## config.mk

```make
export PLATFORM = sky130hd
export DESIGN_NAME = host_buf_flow_ctrl
export DESIGN_NICKNAME = d
export VERILOG_FILES = /design/src/rtl/hbuf_pkg.sv /design/src/rtl/hbuf_ptr.sv /design/src/rtl/hbuf_ring.sv /design/src/rtl/host_buf_flow_ctrl.sv
export SDC_FILE = /design/constraint.sdc
export NUM_CORES = 1
export LEC_CHECK = 0
export ABC_AREA = 0
export BUFFER_PORTS_ARGS = -buffer_cell sky130_fd_sc_hd__buf_2
export CAP_MARGIN = 20
export CELL_PAD_IN_SITES_DETAIL_PLACEMENT = 1
export CELL_PAD_IN_SITES_GLOBAL_PLACEMENT = 1
export CORE_MARGIN = 8
export CORE_UTILIZATION = 35
export CTS_CLUSTER_SIZE = 28
export DETAILED_ROUTE_END_ITERATION = 12
export GPL_TIMING_DRIVEN = 1
export PLACE_DENSITY_LB_ADDON = 0.1
export SYNTH_ARGS = -nofsm -noshare
export SYNTH_HDL_FRONTEND = slang
export SYNTH_SLANG_ARGS = --single-unit
```

## constraint.sdc

```tcl
create_clock -name clk_i -period 7.7 [get_ports clk_i]
set_input_delay 1.155 -clock clk_i [delete_from_list [all_inputs] [get_ports clk_i]]
set_output_delay 1.155 -clock clk_i [all_outputs]
set_load 0.01 [all_outputs]
```

## src/rtl/hbuf_pkg.sv

```systemverilog
package hbuf_pkg;
  typedef enum logic {
    RING_READ  = 1'b0,
    RING_WRITE = 1'b1
  } ring_kind_e;
endpackage

```

## src/rtl/hbuf_ptr.sv

```systemverilog
module hbuf_ptr #(
  parameter int IW = 4,
  parameter int FW = 5
) (
  input  logic          clk_i,
  input  logic          rst_ni,
  input  logic [FW-1:0] frames_i,
  input  logic          adv_i,
  input  logic          load_i,
  input  logic [IW-1:0] load_idx_i,
  input  logic          load_wrap_i,
  output logic [IW-1:0] idx_o,
  output logic          wrap_o
);
  logic last;
  assign last = ({1'b0, idx_o} == FW'(frames_i - FW'(1)));

  always_ff @(posedge clk_i or negedge rst_ni) begin
    if (!rst_ni) begin
      idx_o  <= '0;
      wrap_o <= 1'b0;
    end else if (load_i) begin
      idx_o  <= load_idx_i;
      wrap_o <= load_wrap_i;
    end else if (adv_i) begin
      if (last) begin
        idx_o  <= '0;
        wrap_o <= ~wrap_o;
      end else begin
        idx_o  <= idx_o + IW'(1);
      end
    end
  end

  // index returns to zero after the last frame, wrap bit flips
  a_r2_wrap_to_zero: assert property (@(posedge clk_i) disable iff (!rst_ni)
    (adv_i && !load_i && last) |=> (idx_o == '0 && wrap_o != $past(wrap_o)));
  a_r2_step: assert property (@(posedge clk_i) disable iff (!rst_ni)
    (adv_i && !load_i && !last) |=> (idx_o == $past(idx_o) + IW'(1)));
endmodule

```

## src/rtl/hbuf_ring.sv

```systemverilog
module hbuf_ring
  import hbuf_pkg::*;
#(
  parameter ring_kind_e KIND = RING_READ,
  parameter int IW = 4,
  parameter int FW = 5
) (
  input  logic          clk_i,
  input  logic          rst_ni,
  input  logic [FW-1:0] frames_i,
  input  logic          host_adv_i,
  input  logic          fw_adv_i,
  input  logic          done_i,
  input  logic          clr_i,
  input  logic          load_i,
  input  logic [IW-1:0] load_idx_i,
  output logic [IW:0]   host_ptr_o,
  output logic [IW:0]   fw_ptr_o,
  output logic [IW:0]   lim_ptr_o,
  output logic          stall_o,
  output logic [FW-1:0] count_o
);
  logic [IW-1:0] host_idx, fw_idx, lim_idx, lead_idx, trail_idx, lim_ld_idx;
  logic          host_wrap, fw_wrap, lim_wrap, lead_wrap, trail_wrap, lim_ld_wrap;
  logic [FW-1:0] occ;
  logic          lim_block, host_go, lim_go, lim_ld;

  // occupancy = lead - trail, ring distance resolved by the wrap bit
  assign occ = (lead_wrap == trail_wrap) ? FW'(lead_idx) - FW'(trail_idx)
                                         : FW'(lead_idx) + frames_i - FW'(trail_idx);

  assign lim_ld     = clr_i | load_i;
  assign lim_ld_idx = clr_i ? '0 : load_idx_i;

  generate
    if (KIND == RING_READ) begin : g_read
      // limit leads, host trails; empty means nothing to send
      assign lead_idx    = lim_idx;
      assign lead_wrap   = lim_wrap;
      assign trail_idx   = host_idx;
      assign trail_wrap  = host_wrap;
      assign stall_o     = (occ == '0);
      assign lim_block   = (occ == frames_i);
      assign count_o     = occ;
      assign lim_ld_wrap = (lim_ld_idx >= host_idx) ? host_wrap : ~host_wrap;
    end else begin : g_write
      // host leads, limit trails; full means no free frame
      assign lead_idx    = host_idx;
      assign lead_wrap   = host_wrap;
      assign trail_idx   = lim_idx;
      assign trail_wrap  = lim_wrap;
      assign stall_o     = (occ == frames_i);
      assign lim_block   = (occ == '0);
      assign count_o     = frames_i - occ;
      assign lim_ld_wrap = (host_idx >= lim_ld_idx) ? host_wrap : ~host_wrap;
    end
  endgenerate

  assign host_go = host_adv_i & ~stall_o;
  assign lim_go  = done_i & ~lim_block;

  hbuf_ptr #(.IW(IW), .FW(FW)) u_host (
    .clk_i, .rst_ni, .frames_i, .adv_i(host_go), .load_i(1'b0),
    .load_idx_i('0), .load_wrap_i(1'b0), .idx_o(host_idx), .wrap_o(host_wrap)
  );
  hbuf_ptr #(.IW(IW), .FW(FW)) u_fw (
    .clk_i, .rst_ni, .frames_i, .adv_i(fw_adv_i), .load_i(1'b0),
    .load_idx_i('0), .load_wrap_i(1'b0), .idx_o(fw_idx), .wrap_o(fw_wrap)
  );
  hbuf_ptr #(.IW(IW), .FW(FW)) u_lim (
    .clk_i, .rst_ni, .frames_i, .adv_i(lim_go), .load_i(lim_ld),
    .load_idx_i(lim_ld_idx), .load_wrap_i(lim_ld_wrap), .idx_o(lim_idx), .wrap_o(lim_wrap)
  );

  assign host_ptr_o = {host_wrap, host_idx};
  assign fw_ptr_o   = {fw_wrap, fw_idx};
  assign lim_ptr_o  = {lim_wrap, lim_idx};

  // R3 (read ring) / R4 (write ring): stalled host strobe leaves the pointer alone
  a_r3_r4_host_hold: assert property (@(posedge clk_i) disable iff (!rst_ni)
    (stall_o && host_adv_i) |=> $stable(host_ptr_o));
  // the limit moves only on a completion, clear or load
  a_r5_r6_lim_source: assert property (@(posedge clk_i) disable iff (!rst_ni)
    (!done_i && !clr_i && !load_i) |=> $stable(lim_ptr_o));
  // a blocked completion is dropped
  a_r5_r6_lim_block: assert property (@(posedge clk_i) disable iff (!rst_ni)
    (lim_block && !clr_i && !load_i) |=> $stable(lim_ptr_o));
  // clear sends the limit index to frame 0
  a_r8_clear_zero: assert property (@(posedge clk_i) disable iff (!rst_ni)
    clr_i |=> (lim_ptr_o[IW-1:0] == '0));
  // count stays inside the ring
  a_r3_count_bound: assert property (@(posedge clk_i) disable iff (!rst_ni)
    count_o <= frames_i);
  // firmware strobe never touches the limit
  a_r7_fw_isolated: assert property (@(posedge clk_i) disable iff (!rst_ni)
    (fw_adv_i && !done_i && !clr_i && !load_i) |=> $stable(lim_ptr_o));
endmodule

```

## src/rtl/host_buf_flow_ctrl.sv

```systemverilog
module host_buf_flow_ctrl
  import hbuf_pkg::*;
#(
  parameter int MAX_FRAMES = 16,
  localparam int IW = $clog2(MAX_FRAMES),
  localparam int CW = $clog2(MAX_FRAMES + 1)
) (
  input  logic          clk_i,
  input  logic          rst_ni,
  input  logic [CW-1:0] rd_frames_i,
  input  logic [CW-1:0] wr_frames_i,
  input  logic          host_rd_adv_i,
  input  logic          fw_rd_adv_i,
  input  logic          rd_done_i,
  input  logic          host_wr_adv_i,
  input  logic          fw_wr_adv_i,
  input  logic          wr_done_i,
  input  logic [1:0]    lim_clr_i,
  input  logic          rd_lim_load_i,
  input  logic          wr_lim_load_i,
  input  logic [IW-1:0] lim_load_id_i,
  output logic [IW:0]   host_rd_ptr_o,
  output logic [IW:0]   fw_rd_ptr_o,
  output logic [IW:0]   rd_lim_o,
  output logic [IW:0]   host_wr_ptr_o,
  output logic [IW:0]   fw_wr_ptr_o,
  output logic [IW:0]   wr_lim_o,
  output logic          rd_stall_o,
  output logic          wr_stall_o,
  output logic [CW-1:0] rd_pending_o,
  output logic [CW-1:0] wr_free_o
);
  hbuf_ring #(.KIND(RING_READ), .IW(IW), .FW(CW)) u_rd_ring (
    .clk_i, .rst_ni,
    .frames_i   (rd_frames_i),
    .host_adv_i (host_rd_adv_i),
    .fw_adv_i   (fw_rd_adv_i),
    .done_i     (rd_done_i),
    .clr_i      (lim_clr_i[1]),
    .load_i     (rd_lim_load_i),
    .load_idx_i (lim_load_id_i),
    .host_ptr_o (host_rd_ptr_o),
    .fw_ptr_o   (fw_rd_ptr_o),
    .lim_ptr_o  (rd_lim_o),
    .stall_o    (rd_stall_o),
    .count_o    (rd_pending_o)
  );

  hbuf_ring #(.KIND(RING_WRITE), .IW(IW), .FW(CW)) u_wr_ring (
    .clk_i, .rst_ni,
    .frames_i   (wr_frames_i),
    .host_adv_i (host_wr_adv_i),
    .fw_adv_i   (fw_wr_adv_i),
    .done_i     (wr_done_i),
    .clr_i      (lim_clr_i[0]),
    .load_i     (wr_lim_load_i),
    .load_idx_i (lim_load_id_i),
    .host_ptr_o (host_wr_ptr_o),
    .fw_ptr_o   (fw_wr_ptr_o),
    .lim_ptr_o  (wr_lim_o),
    .stall_o    (wr_stall_o),
    .count_o    (wr_free_o)
  );

  // stall outputs agree with the reported counts
  a_r3_rd_stall_empty: assert property (@(posedge clk_i) disable iff (!rst_ni)
    rd_stall_o == (rd_pending_o == '0));
  a_r4_wr_stall_full: assert property (@(posedge clk_i) disable iff (!rst_ni)
    wr_stall_o == (wr_free_o == '0));
endmodule

```

Word level (Yosys, flattened, before mapping)
Cells that the tools add are included.
Widths: inputs -> output; s select.
{"block": "word_totals", "mem_count": 0, "mem_bits_ro": 0, "input_bits": 26, "output_inout_bits": 42, "wordCells": 89, "latch_bits": 0, "mem_bits_rw": 0, "regBits": 30}
{"block": "op_classes", "div": 0, "addsub": 15, "eq_ne": 10, "reduce_logical": 12, "mux": 22, "bitwise_logic": 16, "n_mul": 0, "shift": 0, "n_lt_le_gt_ge": 2}
{"cell": "$mux 4", "n": 12}
{"cell": "$eq 4x5->1", "n": 6}
{"cell": "$add 4x1->4 const B", "n": 6}
{"cell": "$reduce_and 2->1", "n": 6}
{"cell": "$add 4x5->5", "n": 2}
{"cell": "$eq 5x5->1", "n": 2}
{"cell": "$logic_not 5->1", "n": 2}
{"cell": "$mux 5", "n": 2}
{"cell": "$not 1->1", "n": 10}
{"cell": "$sub 4x4->5", "n": 2}
{"cell": "$sub 5x1->5 const B", "n": 2}
{"cell": "$sub 5x4->5", "n": 2}
{"cell": "$ge 4x4->1", "n": 2}
{"cell": "$mux 1", "n": 8}
{"cell": "$reduce_bool 2->1", "n": 4}
{"cell": "$sub 5x5->5", "n": 1}
{"cell": "$and 1x1->1", "n": 4}
{"cell": "$eq 1x1->1", "n": 2}
{"cell": "$or 1x1->1", "n": 2}

Depth between registers and ports, before layout
Gate-level depths: netlist of run 1.
{"block": "logic_depth", "depth_word": 8, "depth_mapped": 13, "ltp_nobuf": 13}

Hierarchy
Synthesis of run 1 repeated with hierarchy kept, for this count alone.
{"block": "hier_totals", "cells_unflattened": 530, "area_unflattened_um2": 4352.9}
{"mod": "hbuf_ptr", "seq_area_each_um2": 125.1, "cells_each": 55, "instances": 6, "area_per_inst_um2": 455.4}
{"mod": "hbuf_ring at u_wr_ring", "seq_area_each_um2": 0.0, "cells_each": 95, "instances": 1, "area_per_inst_um2": 823.3}
{"mod": "hbuf_ring at u_rd_ring", "seq_area_each_um2": 0.0, "cells_each": 105, "instances": 1, "area_per_inst_um2": 797.0}

Worst setup path before layout of run 1
Ideal clock, no wire load.
{"block": "synth_timing", "kind": "input-to-output", "startpoint": "in wr_frames_i[1]", "endpoint": "out wr_free_o[4]", "required_time_ps": 6545, "path_buffers": 0, "slack_ps": 3131, "stages": 9, "arrival_ps": 3414, "path_cell_list": "inv_1 fa_1 inv_1 fa_1 mux2i_1 fa_1 a21o_1 a21oi_1 xor2_1"}
{"block": "synth_between", "elab_chain_cells": 4}
{"item": "from (decl)", "line_no": "host_buf_flow_ctrl.sv:11", "rtl": "input logic [CW-1:0] wr_frames_i,"}
{"item": "$add 4x5->5", "line_no": "hbuf_ring.sv:30", "rtl": ": FW'(lead_idx) + frames_i - FW'(trail_idx);"}
{"item": "$sub 5x4->5", "line_no": "hbuf_ring.sv:30"}
{"item": "$mux 5", "line_no": "hbuf_ring.sv:29", "rtl": "assign occ = (lead_wrap == trail_wrap) ? FW'(lead_idx) - FW'(trail_idx)"}
{"item": "$sub 5x5->5 *", "line_no": "hbuf_ring.sv:54", "rtl": "assign count_o = frames_i - occ;"}
{"item": "to (decl)", "line_no": "host_buf_flow_ctrl.sv:31", "rtl": "output logic [CW-1:0] wr_free_o"}
Every way passes the cells marked *; elsewhere a longest branch is shown, timed or not.

Final worst setup path of run 1
Same ends and word-level chain as after synthesis.

==> flow_summary_export.csv, run 1 <==
group,metric,value,unit
status,outcome,"completed",
power,p_int,0.8809,mW
place,io_buffers,67,
place,gp_congestion,0.7941,
power,switchingPower,0.9094,mW
routing,drt_iter0_markers,121,
timing,fin_skew,0.009877,ns
grt,grt_overflow,0,
timing,fmax,202.5,MHz
cts,worstSkewPairLatency,0.29,ns
worst_setup_path,crit_arrival,3.78,ns
power,p_sw_share,50.80,%
routing,drtPass1Iterations,4,
worst_setup_path,slowest_delay,0.53,ns
hold_path,holdPathStages,1,
synthesis,synth_compound_area_share,16.78,%
finish,antenna-diode-count,0,
routing,routed_wl,9936,um
worst_setup_path,path_cells,"buf_2, inv_1, fa_1, inv_1, ha_1, a21o_1, a21oi_1, xnor2_1, mux2i_1, ha_1, a21oi_1, xor2_1, buf_2",
worst_setup_path,endpoint_kind,"primary output",
synthesis,ys_seq_elements,30,
grt,first_global_vias,3169,
timing,slew_violations,0,
cts,clock_path_buffers,2,
routing,drt.antenna.violating_nets,0,
die,die_height,115.3,um
power,p_leak,1.941,nW
routing,drt-wirelength-per-cell,16.76,um
worst_setup_path,r2r_cells,13,
worst_setup_path,worst_path_max_delay_cell,"fa_1",
worst_setup_path,crit_path_start_kind,"input pin",
timing,slew_headroom,40.11,%
synthesis,synth.mux.area_fraction,3.516,%
die,ios,68,
synthesis,ys_seq_area_share,21.75,%
synthesis,syn_inst,394,
finish,drive_gt1_share,19.13,%
die,rows,36,
finish,num-fill-cells,1196,
cts,htreeDepth,2,
synthesis,synth_cell_type_count,55,
cts,clkSinkCount,30,
power,seqPwrFrac,18.0,%
synthesis,syn_area,3452,sq um
timing,rsz0062_at_grt,"false",
timing,setup_viol,0,
timing,period_share,64.13,%
synthesis,synth_edf_count,0,
synthesis,yosys_most_used_dff,"dfrtp_1",
grt,grt_max_degree,31,
cts,cts_buffers,5,
cts,cts_resized,0,
timing,min_period,4.938,ns
worst_setup_path,path_class,"input pin to primary output",
synthesis,synth_xor_area_share,15.15,%
worst_setup_path,path_max_fanout,4,
grt,grt_pass1_wl,16380,um
power,clkPwrFrac,7.9,%
grt,antenna_found_initial,0,
synthesis,syn_nets,467,
cts,holdBufCountCts,0,
die,initial_core_util,35.65,%
cts,cts_root_buf,"clkbuf_8",
power,ir_drop,0.4794,mV
timing,worstMarginPinSlew,0.8908,ns
finish,synthToLayoutAreaGrowth,15.44,%
hold_path,holdCritPathClass,"flop to flop",
synthesis,syn_avg_cell_area,8.762,sq um
synthesis,yosysWarnings,0,
power,power_density,449.3,nW/um^2
place,hpwl,8241,um
synthesis,yosys.area_share.simple,15.55,%
routing,routed_via_density,5.015,
synthesis,synth_top_family_by_area,"adder cells",
synthesis,synthArstFlopShare,100.0,%
timing,finalSetupTns,0,ns
die,die_w,115.3,um
cts,path_clk_slew,0.07,ns
place,place_area,3890,sq um
cts,post_cts_buffers,0,
synthesis,synthAdderAreaFrac,19.43,%
routing,dr_total_vias,2974,
routing,drc_errors,0,
power,power_frac_comb,74.1,%
worst_setup_path,cp.required,6.55,ns
die,die-area,13300,sq um
job,maxCapViolCount,0,
timing,hold_viol_final,0,
grt,track_usage,15.54,%
finish,nNetsFinal,532,
finish,fin_area,3985,sq um
die,core_area,9684,sq um
cts,cts_tree,"built",
==> critical path: cells and delay by family <==
family                     cells  cell delay (ns)
adders and majority gates      3             1.14
muxes                          1             0.33
AOI/OAI and AO/OA              3             0.50
buffers and inverters          4             0.43
xor gates and xnor gates       2             0.23
==> synth_stat cells, types with 2 or more instances <==
library cell	instances	share of area, %
a211oi_1	2	0.43
or3_1	2	0.36
xor2_1	13	3.3
a221oi_1	2	0.51
a21o_1	13	2.8
o2bb2a_1	2	0.58
inv_1	55	6.0
a21oi_1	15	2.2
nand2_1	17	1.8
o31ai_1	2	0.43
a31oi_1	4	0.72
o32ai_1	2	0.51
mux2i_1	11	3.2
o21a_1	4	0.87
a22oi_1	3	0.65
nand2b_1	13	2.4
o21ai_0	17	2.5
and3_1	3	0.54
ha_1	36	13
nor3b_1	3	0.65
nor2_1	14	1.5
dfrtp_1	30	22
xnor2_1	43	11
nand4_1	3	0.54
buf_4	6	1.3
o22ai_1	6	1.1
nor3_1	13	1.9
fa_1	11	6.4
nand3_1	14	2.0
nor2b_1	7	1.3
o211ai_1	2	0.43
or2_2	3	0.54
==> metal layers <==
layer	global-route usage, %	share of wire [%]	vias up
met5	0	0	-
met3	2.889	3.2	7
met2	24.57	46	37
li1	-	-	1484
met1	21.43	50	1446
met4	3.152	0.74	0
==> flip-flops by register name (all words and copies together), names as in the netlist, 4 cells and up <==
signal and cells:
u_wr_ring.u_fw.idx_o 4, u_wr_ring.u_host.idx_o 4, u_rd_ring.u_host.idx_o 4, u_rd_ring.u_lim.idx_o 4, u_wr_ring.u_lim.idx_o 4, u_rd_ring.u_fw.idx_o 4
==> through the flow <==
| stage | util, % | std cells | hold WS, ns | setup WS (ns) | power, mW |
|---|---|---|---|---|---|
| after detailed placement | 40.17 | 585 | 0.4568 | 2.752 | 1.669 |
| after CTS | 41.15 | 593 | 0.4757 | 2.748 | 1.819 |
| after floorplan | - | 394 | 0.4460 | 3.131 | 1.274 |
| after global placement | 40.17 | 585 | 0.4565 | 2.804 | 1.638 |
| after global routing | 41.15 | 593 | 0.5020 | 2.528 | 1.989 |
| final | 41.15 | 593 | 0.4680 | 2.762 | 1.790 |
==> area by class of cell <==
cell class | instances | area, sq um | share of cell area (%)
clock buffers | 6 | 82.58 | 2.072
clock inverters | 2 | 12.51 | 0.3140
inverters | 55 | 206.4 | 5.181
multi-input cells | 300 | 2431 | 61.00
flip-flops and latches | 30 | 750.7 | 18.84
well taps | 133 | 166.4 | 4.176
repair buffers | 67 | 335.3 | 8.414
==> kinds of logic after synthesis <==
family,after synthesis
and+or+nand+nor,100
xor gates and xnor gates,58
muxes,12
adders and majority gates,47
buffers and inverters,64
DFF,30
AOI/OAI and AO/OA,83
==> cells in the final DEF, fill, tap and decap left out, drive strengths merged, types with 6 or more instances in the layout <==
master / instances
xor2: 14
nor2: 15
o22ai: 6
o21ai: 17
nand2: 17
a21o: 13
dfrtp: 30
xnor2: 44
buf: 67
fa: 11
inv: 55
nand3: 14
a21oi: 15
nor2b: 7
mux2i: 11
nor3: 13
nand2b: 13
ha: 36
clkbuf: 6
==> path summary, 6_finish.rpt <==
kind	from	end	slack [ns]
min	u_rd_ring.u_fw.wrap_o$_DFFE_PN0P_	u_rd_ring.u_fw.wrap_o$_DFFE_PN0P_	0.47
min in group asynchronous	rst_ni	u_wr_ring.u_lim.idx_o[1]$_DFFE_PN0P_	0.91
min reg2reg	u_rd_ring.u_fw.wrap_o$_DFFE_PN0P_	u_rd_ring.u_fw.wrap_o$_DFFE_PN0P_	0.47
max reg2reg	u_wr_ring.u_host.idx_o[1]$_DFFE_PN0P_	u_wr_ring.u_host.idx_o[0]$_DFFE_PN0P_	3.72
max in group asynchronous	rst_ni	u_wr_ring.u_fw.idx_o[3]$_DFFE_PN0P_	6.31
max	wr_frames_i[1]	wr_free_o[4]	2.76
==> power groups by stage <==
| stage | clock network [mW] | registers [mW] | logic [mW] |
|---|---|---|---|
| after floorplan | 0 | 0.316 | 0.958 |
| final | 0.142 | 0.323 | 1.33 |
| after CTS | 0.145 | 0.327 | 1.35 |
| after global placement | 0 | 0.327 | 1.31 |
| after global routing | 0.153 | 0.338 | 1.50 |
| after detailed placement | 0 | 0.330 | 1.34 |
Note: power is estimated with default switching activity, not from simulation.
==> run 2: changes to the inputs <==
==> constraint.sdc (replaced) <==
create_clock -name clk_i -period 4.13 [get_ports clk_i]
set_input_delay 0.6195 -clock clk_i [delete_from_list [all_inputs] [get_ports clk_i]]
set_output_delay 0.6195 -clock clk_i [all_outputs]
set_load 0.01 [all_outputs]
==> run 2 against run 1 <==
- total power increased by 88%
- via count increased by 1.8%
- final cell count increased by 0.67%
- routed wire length increased by 1.2%
- critical path type unchanged
- largest power group unchanged
==> flow_summary_export.csv, run 2 (same netlist as run 1, synthesis figures left out) <==
group,metric,value,unit
die,die-area,13300,sq um
worst_setup_path,crit_path_start_kind,"input pin",
worst_setup_path,reg2reg_slack,0.62,ns
worst_setup_path,crit_arrival,3.28,ns
finish,num-fill-cells,1191,
worst_setup_path,worst_path_max_delay_cell,"fa_1",
finish,final_cell_mix,"buf_2 (67), inv_1 (55), xnor2_1 (43)",
cts,cts_buffers,5,
power,power,3.369,mW
routing,drc_errors,0,
routing,drt-wirelength-per-cell,16.84,um
worst_setup_path,endpoint_kind,"primary output",
timing,period_share,94.49,%
timing,fmax,256.2,MHz
timing,rsz0062_at_grt,"false",
worst_setup_path,cp.required,3.51,ns
place,io_buffers,67,
finish,seqCellArea,752.0,sq um
place,place_inst,589,
worst_setup_path,worst-path-buf-inv,4,
worst_setup_path,slowest_delay,0.54,ns
cts,clkSinkCount,30,
grt,grt_max_degree,31,
grt,antenna_found_initial,0,
cts,htreeDepth,2,
finish,antenna-diode-count,0,
cts,path_clk_slew,0.07,ns
worst_setup_path,critPathTopFamily,"adder cells",
die,die_height,115.3,um
die,ios,68,
place,preCtsSetupSlack,0.2082,ns
cts,cts_root_buf,"clkbuf_8",
finish,stdcell_count,597,
grt,grt_pass1_wl,16800,um
routing,dr_total_vias,3029,
finish,fin_area,4013,sq um
place,hpwl,8359,um
timing,finalSetupTns,0,ns
finish,nNetsFinal,536,
timing,worstMarginPinSlew,0.7584,ns
grt,grt_overflow,0,
timing,slew_violations,0,
power,ir_drop,1.029,mV
timing,hold_viol_final,0,
routing,drtPass1Iterations,4,
finish,synthToLayoutAreaGrowth,16.24,%
die,initial_core_util,35.65,%
worst_setup_path,path_class,"input pin to primary output",
routing,routed_wl,10050,um
worst_setup_path,crit_start,"wr_frames_i[1]",
timing,setup_viol,0,
worst_setup_path,path_max_fanout,4,
finish,multi_input_area,2431,sq um
die,die_w,115.3,um
die,core_area,9684,sq um
cts,cts_tree,"built",
timing,layout_setup_ws,0.2274,ns
finish,final_common_cell,"buf_2",
timing,slew_headroom,49.44,%
place,gp_congestion,0.8355,
power,p_leak,1.961,nW
status,outcome,"completed",
finish,utilization,41.43,%
routing,routed_via_density,5.074,
cts,worstSkewPairLatency,0.28,ns
grt,track_usage,15.87,%
die,rows,36,
timing,min_period,3.903,ns
worst_setup_path,r2r_start,"u_wr_ring.u_host.idx_o[2]$_DFFE_PN0P_",
routing,drt_iter0_markers,82,
timing,fin_skew,0.007479,ns
worst_setup_path,path_cells,"buf_2, inv_1, fa_1, inv_1, ha_1, a21o_1, a21oi_1, xnor2_1, mux2i_1, ha_1, a21oi_1, xor2_1, buf_2",
finish,drive_gt1_share,19.83,%
power,power_density,839.6,nW/um^2
job,maxCapViolCount,0,
routing,drt.antenna.violating_nets,0,
cts,clock_path_buffers,2,
hold_path,holdCritPathClass,"input pin to async pin",
timing,holdWs,0.3982,ns
grt,first_global_vias,3250,
place,place_area,3920,sq um
## run 2: cell types whose count changed in the layout (fill, tap and decap cells not counted)
cell        delta
buf_4          +4
clkbuf_1       +1
clkinvlp_4     -1
dfrtp_1        -1
dfrtp_2        +1
## run 2: final timing paths
path	end	cells after the start
min reg2reg	u_rd_ring.u_fw.wrap_o$_DFFE_PN0P_	1
min in group clk_i	u_rd_ring.u_fw.wrap_o$_DFFE_PN0P_	1
max in group asynchronous	u_wr_ring.u_host.idx_o[0]$_DFFE_PN0P_	1
min	u_wr_ring.u_lim.idx_o[2]$_DFFE_PN0P_	1
max	wr_free_o[4]	13
max reg2reg	u_wr_ring.u_host.idx_o[3]$_DFFE_PN0P_	13
## run 2: layout make-up
type | instances | share of cell area, %
tap | 133 | 4.147
multi-input combinational | 300 | 60.59
sequential | 30 | 18.74
inverter | 55 | 5.145
timing repair buffer | 71 | 9.105
clock inverter | 1 | 0.1247
clock buffer | 7 | 2.152
## run 2: what timing repair did
action                                  4_1_cts  5_1_grt
gates resized for setup                       0        1
hold endpoints to repair                      0        0
hold buffers                                  0        0
endpoints found under the setup margin        0        1
buffers inserted                              0        0
## run 2: routing by layer
layer  up-vias  part of all wire, %  track usage, %
met5         -                    0               0
met4         0                 0.78           2.539
met3         7                  3.3           3.151
met2        46                   45           25.27
met1      1485                   50           21.87
li1       1491                    -               -
## run 2: report_power, final
part	internal [mW]	total [mW]	switching, mW	leakage, nW
registers	0.400	0.590	0.189	0.363
clock network	0.134	0.253	0.118	0.0482
logic	1.12	2.53	1.40	1.55
total	1.66	3.37	1.71	1.96
